$ cat src/rtl/wadc_pkg.sv
// Shared types for the Wilkinson converter back end.
// Assumes: nothing beyond a single clock domain.
package wadc_pkg;

    // Operating phase of one converter channel.
    typedef enum logic [1:0] {
        PH_IDLE = 2'd0,
        PH_CONV = 2'd1,
        PH_READ = 2'd2,
        PH_DONE = 2'd3
    } phase_t;

endpackage

$ cat src/rtl/wadc_gray_ramp.sv
// Shared ramp counter. It keeps a binary count for the terminal test and a
// registered Gray copy that is fanned out to every capture register, so only
// one distributed bit toggles per step.
// Assumes: clear has priority over run; the count holds once it reaches max.
module wadc_gray_ramp #(
    parameter int CW = 12
) (
    input  logic          clk,
    input  logic          rst_n,
    input  logic          clear,
    input  logic          run,
    output logic [CW-1:0] gray_o,
    output logic          last_o
);

    logic [CW-1:0] bin_q;
    logic [CW-1:0] bin_nx;
    logic [CW-1:0] gray_q;

    // Next binary count.
    always_comb bin_nx = bin_q + 1'b1;

    // Advance the binary count and its Gray image together.
    always_ff @(posedge clk) begin
        if (!rst_n || clear) begin
            bin_q  <= '0;
            gray_q <= '0;
        end else if (run && !last_o) begin
            bin_q  <= bin_nx;
            gray_q <= bin_nx ^ (bin_nx >> 1);
        end
    end

    // Terminal count flag.
    always_comb last_o = &bin_q;

    assign gray_o = gray_q;

endmodule

$ cat src/rtl/wadc_capture_bank.sv
// One capture register per stored sample. Each lane detects the first rising
// comparator edge during conversion and freezes the shared Gray code. A lane
// that is still empty on the terminal count takes the terminal (full-scale) code.
// Assumes: fire is synchronous to clk; gray is full scale when last is high.
module wadc_capture_bank #(
    parameter int NS = 64,
    parameter int CW = 12
) (
    input  logic             clk,
    input  logic             rst_n,
    input  logic             clear,
    input  logic             run,
    input  logic             last,
    input  logic [NS-1:0]    fire,
    input  logic [CW-1:0]    gray,
    output logic [NS*CW-1:0] codes_o,
    output logic [NS-1:0]    held_o
);

    for (genvar i = 0; i < NS; i++) begin : g_lane
        logic          fire_q;
        logic          held_q;
        logic [CW-1:0] code_q;
        logic          rise;

        // Previous comparator level, tracked in every phase.
        always_ff @(posedge clk) begin
            if (!rst_n) fire_q <= 1'b0;
            else        fire_q <= fire[i];
        end

        // Rising edge of this lane's comparator.
        always_comb rise = fire[i] & ~fire_q;

        // Freeze the code on the first rise or at terminal count.
        always_ff @(posedge clk) begin
            if (!rst_n || clear) begin
                held_q <= 1'b0;
                code_q <= '0;
            end else if (run && !held_q && (rise || last)) begin
                held_q <= 1'b1;
                code_q <= gray;
            end
        end

        assign codes_o[i*CW +: CW] = code_q;
        assign held_o[i]           = held_q;
    end

endmodule

$ cat src/rtl/wadc_gray2bin.sv
// Combinational Gray-to-binary decoder: each binary bit is the parity of the
// Gray bits at and above its position.
// Assumes: nothing; purely combinational.
module wadc_gray2bin #(
    parameter int CW = 12
) (
    input  logic [CW-1:0] gray_i,
    output logic [CW-1:0] bin_o
);

    for (genvar j = 0; j < CW; j++) begin : g_bit
        assign bin_o[j] = ^gray_i[CW-1:j];
    end

endmodule

$ cat src/rtl/wadc_readout.sv
// Serializer for the captured codes. Each accepted strobe selects the next
// lane in ascending order, decodes it to binary and registers it with a
// one-cycle valid.
// Assumes: en is high only in the readout phase; clear has priority.
module wadc_readout #(
    parameter int NS = 64,
    parameter int CW = 12
) (
    input  logic             clk,
    input  logic             rst_n,
    input  logic             clear,
    input  logic             en,
    input  logic             rd_stb,
    input  logic [NS*CW-1:0] codes,
    output logic [CW-1:0]    dout,
    output logic             dout_vld,
    output logic             last_o
);

    localparam int IW = (NS > 1) ? $clog2(NS) : 1;

    logic [IW-1:0] idx_q;
    logic [CW-1:0] sel_gray;
    logic [CW-1:0] sel_bin;
    logic          take;

    // Pick the lane at the current read position.
    always_comb sel_gray = codes[idx_q*CW +: CW];

    wadc_gray2bin #(.CW(CW)) u_dec (
        .gray_i (sel_gray),
        .bin_o  (sel_bin)
    );

    // Strobe accepted this cycle.
    always_comb take = en && rd_stb && !clear;

    // Final lane being taken.
    always_comb last_o = take && (idx_q == IW'(NS - 1));

    // Advance the read position and register the decoded result.
    always_ff @(posedge clk) begin
        if (!rst_n) begin
            idx_q    <= '0;
            dout     <= '0;
            dout_vld <= 1'b0;
        end else if (clear) begin
            idx_q    <= '0;
            dout_vld <= 1'b0;
        end else if (take) begin
            idx_q    <= idx_q + 1'b1;
            dout     <= sel_bin;
            dout_vld <= 1'b1;
        end else begin
            dout_vld <= 1'b0;
        end
    end

endmodule

$ cat src/rtl/wadc_digitizer.sv
// Top of one converter channel: phase control around the shared Gray ramp,
// the per-sample capture bank and the ordered readout.
// Assumes: start is a one-cycle pulse; fire and rd_stb are synchronous to clk.
module wadc_digitizer #(
    parameter int NUM_SAMPLES = 64,
    parameter int CODE_BITS   = 12
) (
    input  logic                   clk,
    input  logic                   rst_n,
    input  logic                   start,
    input  logic [NUM_SAMPLES-1:0] fire,
    input  logic                   rd_stb,
    output logic                   done,
    output logic [CODE_BITS-1:0]   dout,
    output logic                   dout_vld
);

    import wadc_pkg::*;

    localparam int FLAT_W = NUM_SAMPLES * CODE_BITS;

    phase_t                 phase_q;
    logic [CODE_BITS-1:0]   ramp_gray;
    logic                   ramp_last;
    logic                   run;
    logic [FLAT_W-1:0]      codes;
    logic [NUM_SAMPLES-1:0] held;
    logic                   rd_last;

    // Conversion is active except in the cycle that restarts it.
    always_comb run = (phase_q == PH_CONV) && !start;

    // Phase sequencing: start, convert, read, done.
    always_ff @(posedge clk) begin
        if (!rst_n) begin
            phase_q <= PH_IDLE;
        end else if (start) begin
            phase_q <= PH_CONV;
        end else begin
            case (phase_q)
                PH_CONV: if (ramp_last) phase_q <= PH_READ;
                PH_READ: if (rd_last)   phase_q <= PH_DONE;
                default: phase_q <= phase_q;
            endcase
        end
    end

    wadc_gray_ramp #(.CW(CODE_BITS)) u_ramp (
        .clk    (clk),
        .rst_n  (rst_n),
        .clear  (start),
        .run    (run),
        .gray_o (ramp_gray),
        .last_o (ramp_last)
    );

    wadc_capture_bank #(.NS(NUM_SAMPLES), .CW(CODE_BITS)) u_bank (
        .clk     (clk),
        .rst_n   (rst_n),
        .clear   (start),
        .run     (run),
        .last    (ramp_last),
        .fire    (fire),
        .gray    (ramp_gray),
        .codes_o (codes),
        .held_o  (held)
    );

    wadc_readout #(.NS(NUM_SAMPLES), .CW(CODE_BITS)) u_rd (
        .clk      (clk),
        .rst_n    (rst_n),
        .clear    (start),
        .en       (phase_q == PH_READ),
        .rd_stb   (rd_stb),
        .codes    (codes),
        .dout     (dout),
        .dout_vld (dout_vld),
        .last_o   (rd_last)
    );

    // Completion flag follows the final phase.
    always_comb done = (phase_q == PH_DONE);

endmodule

$ cat config.mk
export PLATFORM = sky130hd
export DESIGN_NAME = wadc_digitizer
export DESIGN_NICKNAME = d
export VERILOG_FILES = /design/src/rtl/wadc_pkg.sv /design/src/rtl/wadc_gray_ramp.sv /design/src/rtl/wadc_capture_bank.sv /design/src/rtl/wadc_gray2bin.sv /design/src/rtl/wadc_readout.sv /design/src/rtl/wadc_digitizer.sv
export SDC_FILE = /design/constraint.sdc
export NUM_CORES = 2
export LEC_CHECK = 0
export CAP_MARGIN = 25
export CORE_MARGIN = 2
export CORE_UTILIZATION = 30
export DETAILED_ROUTE_END_ITERATION = 8
export PLACE_DENSITY = 0.52
export SKIP_LAST_GASP = 1
export SLEW_MARGIN = 10
export SYNTH_ARGS = -nofsm -noshare
export SYNTH_HDL_FRONTEND = slang
export SYNTH_SLANG_ARGS = --single-unit
$ cat constraint.sdc
create_clock -name clk -period 7.14 [get_ports clk]
set_clock_uncertainty 0.05 [all_clocks]
set_input_delay 1.428 -clock clk [delete_from_list [all_inputs] [get_ports clk]]
set_output_delay 1.428 -clock clk [all_outputs]
set_load 0.005 [all_outputs]
==> results.txt <==
----------------------------------------------------
[Critical path]
  Reg-to-reg slack, setup ... 2.53 ns
  Critical path data arrival time ... 5.16 ns
  Critical path class ... reg -> reg
  Largest fanout on the critical path ... 31
  Critical register-to-register path endpoint ... u_rd.dout[1]
  Category of the worst setup path launch point ... flop
  R2R cell count ... 11
  Setup crit end kind ... flop
  Worst flop-to-flop path startpoint ... u_rd.idx_q[0]
  Req. time, crit path ... 7.69 ns

[Yosys]
  Cell count after synthesis ... 3751
  Most frequently used flop master after synthesis ... sky130_fd_sc_hd__dfxtp_1
  Synth warn ... 0
  Post-synth ARST share ... 0
  Share of synthesized area occupied by flip-flops and latches ... 0.471
  Top-area cell type share of the netlist area ... 0.471
  Number of distinct standard cells referenced by the synthesized netlist ... 54
  Flip-flop and latch count after synthesis ... 940
  Mean area per synthesized cell ... 10.6 µm²
  Cell area after synthesis ... 0.0399 mm²
  Number of nets in the synthesized netlist ... 3821
  Biggest area contributors in the synthesized netlist ... sky130_fd_sc_hd__dfxtp_1, sky130_fd_sc_hd__mux2i_1, sky130_fd_sc_hd__mux4_2
  Yosys top cell by area ... sky130_fd_sc_hd__dfxtp_1
  Count of flip-flops with a built-in enable after synthesis ... 0

[Timing]
  Number of slew-limit violations in the final report ... 0
  Period utilisation layout ... 0.646
  Final critical delay including setup and external delays ... 4.61 ns
  Setup TNS ... 0 ns
  Worst Max-Slew Pin Slew ... 1.06 ns
  Unrepaired setup endpoints after global routing ... no
  Final number of hold-violating endpoints ... 0
  Headroom to the max-slew limit ... 0.291
  Max Clk Rate ... 217 MHz
  Number of failing setup endpoints in the final timing report ... 0

[Floorplan]
  Horiz. Die Dim ... 369 µm
  Starting density of the core ... 0.303
  Row cnt ... 133
  Total Die Area ... 0.136 mm²
  I/O pin cnt ... 82
  Y dimension of the die ... 369 µm
  Total core area ... 0.132 mm²

[Drt]
  Via count ... 26296
  Starting DRC count in detailed routing ... 1708
  Router iterations before antenna repair ... 5
  Routed Antenna Nets ... 0
  Routed Wire Length ... 110000 µm
  Number of remaining DRC errors ... 0
  WL per Instance ... 19.9 µm
  Vias per std cell ... 4.76

[Cells and area]
  Layout Area Growth over Synthesis ... 14.5%
  Most frequent cells in the layout ... sky130_fd_sc_hd__nor2_1, sky130_fd_sc_hd__dfxtp_1, sky130_fd_sc_hd__mux2i_1
  Number of antenna cells inserted ... 0
  Fillers ... 13377
  Multi-input logic area ... 0.0197 mm²
  Leading cell type in the layout, fill and taps excluded ... sky130_fd_sc_hd__nor2_1
  Register area ... 0.0188 mm²
  Fraction of final layout cells with drive strength greater than 1 ... 0.144
  Number of nets in the finished design ... 3757

[Power and ir drop]
  Leakage power figure ... 14.5 nW
  Peak ir drop on the vdd network ... 0.000166 V
  PwrDens ... 238 mW/mm²
  Post-layout power ... 0.0109 W

[GRT]
  GRT Overall Usage ... 0.160
  Number of antenna violations at the first check in global routing ... 0
  Pin count of the biggest net entering global routing ... 199
  First-pass GRT wire length ... 166000 µm
  Total congestion overflow ... 0
  Number of global-route vias before repair ... 25716

[Clock tree]
  CTS tree ... yes
  Worst-case clock buffer depth ... 3
  Clock tree root buffer cell ... sky130_fd_sc_hd__clkbuf_16
  Number of clock sinks seen by CTS ... 940
  Max H-tree Level ... 3
  CTS hold repair buffers ... 0
  Setup Fix Bufs, Post-CTS ... 0
  Post-CTS clock slew at the launch and capture registers of the worst setup and hold paths ... 0.06 ns
  Clock latency on the worst-skew pair ... 0.68 ns
  TritonCTS buffer count ... 95
  Post-cts resize count ... 0

[Hold path]
  Source of the worst hold timing path ... u_bank.g_lane[44].held_q
  Count of cells along the worst hold path ... 2
  Hold/Removal Path Class ... reg -> reg
  Hold Crit Endpoint ... u_bank.g_lane[44].held_q

[Placement]
  Final weighted congestion in routability-driven placement ... 0.778
  Number of input and output port buffers inserted ... 81
  Detail Placement HPWL ... 67700 µm

[Run]
  Max-cap viol count ... 0

[Status]
  Result of the run ... finished, final reports clean

----------------------------------------------------
## report_power, final
group	total [W]	leakage [nW]	switching [W]	internal [W]
combinational	0.000425	5.28	0.000275	0.000150
sequential	0.00529	7.60	0.0000144	0.00527
clock	0.00517	1.61	0.00216	0.00301
## worst max-delay path, cell delays in order (launching register included)
cell,delay (ns)
sky130_fd_sc_hd__dfxtp_4,0.85
sky130_fd_sc_hd__buf_4,0.52
sky130_fd_sc_hd__and2_0,0.65
sky130_fd_sc_hd__a22oi_1,0.15
sky130_fd_sc_hd__a311oi_1,0.27
sky130_fd_sc_hd__o21ai_0,0.19
sky130_fd_sc_hd__nand4_1,0.14
sky130_fd_sc_hd__xor2_1,0.42
sky130_fd_sc_hd__xnor2_1,0.22
sky130_fd_sc_hd__xnor3_2,0.52
sky130_fd_sc_hd__or3b_1,0.36
sky130_fd_sc_hd__a31oi_1,0.15
## synth_stat cells (3+ instances only)
cell type                     n
sky130_fd_sc_hd__buf_1       96
sky130_fd_sc_hd__xnor2_1     27
sky130_fd_sc_hd__mux2_2      12
sky130_fd_sc_hd__clkbuf_1   188
sky130_fd_sc_hd__nand2b_1    66
sky130_fd_sc_hd__mux2i_1    820
sky130_fd_sc_hd__or3_1        3
sky130_fd_sc_hd__mux4_2     207
sky130_fd_sc_hd__nand3_1      9
sky130_fd_sc_hd__buf_6       15
sky130_fd_sc_hd__nor2_1     948
sky130_fd_sc_hd__nor2b_1     67
sky130_fd_sc_hd__nor3_1       5
sky130_fd_sc_hd__o22ai_1      5
sky130_fd_sc_hd__buf_4       19
sky130_fd_sc_hd__buf_2       17
sky130_fd_sc_hd__dfxtp_1    940
sky130_fd_sc_hd__and3_1       6
sky130_fd_sc_hd__a211oi_1    12
sky130_fd_sc_hd__o2bb2ai_1    3
sky130_fd_sc_hd__o21ai_0     13
sky130_fd_sc_hd__nand2_1     44
sky130_fd_sc_hd__and2_1      67
sky130_fd_sc_hd__o211ai_1     3
sky130_fd_sc_hd__xor2_1      17
sky130_fd_sc_hd__a22oi_1     12
sky130_fd_sc_hd__a21oi_1     90
## registers in the layout (all words and copies together), names as in the netlist, 2 cells and up
register	flops
phase_q	2
u_bank.g_lane.code_q	768
u_bank.g_lane.fire_q	64
u_bank.g_lane.held_q	64
u_ramp.bin_q	11
u_ramp.gray_o	12
u_rd.dout	12
u_rd.idx_q	6
## stage by stage
step / setup WS [ns] / util / area (µm²) / cells / hold slack [ns]
after floorplan: 3.44 / - / 39900 / 3751 / 0.391
after global placement: 2.28 / 0.321 / 42400 / 5338 / 0.400
after detailed placement: 2.25 / 0.322 / 42400 / 5340 / 0.410
after CTS: 2.50 / 0.346 / 45600 / 5517 / 0.424
after global routing: 2.20 / 0.347 / 45700 / 5522 / 0.440
final: 2.53 / 0.347 / 45700 / 5522 / 0.422
## layer usage
layer  GRT usage  wire length [µm]  up-vias
met4      0.0478              2870        0
met5           0                 0        -
met3      0.0286              4850      152
met2       0.250             49400      444
met1       0.225             52800    12977
li1            -                 -    12723
## kinds of logic after synthesis
family                   synth area share
AND/OR/NAND/NOR                     0.130
multiplexers                        0.326
flip-flops                          0.471
buffers and inverters              0.0370
AO/OA/AOI/OAI                      0.0234
XOR/XNOR                           0.0120
adder cells (fa/ha/maj)          0.000627
## layout make-up
cell class / count / area share
inverter: 4 / 0.000329
sequential: 940 / 0.413
clock inverter: 39 / 0.00871
tap: 1755 / 0.0481
clock buffer: 138 / 0.0620
multi-input combinational: 2472 / 0.432
timing repair buffer: 174 / 0.0362
## how the worst max path moves through the flow
stage | from | end | slack (ns)
floorplan | u_rd.idx_q[3] | u_rd.dout[1] | 3.44
global placement | start | u_bank.g_lane[56].code_q[0] | 2.28
detailed placement | start | u_bank.g_lane[56].code_q[2] | 2.25
CTS | u_rd.idx_q[1] | u_rd.dout[1] | 2.50
global route | u_ramp.bin_q[0] | u_bank.g_lane[9].code_q[8] | 2.20
finish | u_rd.idx_q[0] | u_rd.dout[1] | 2.53
No activity file was read; power rests on OpenSTA's default activity.
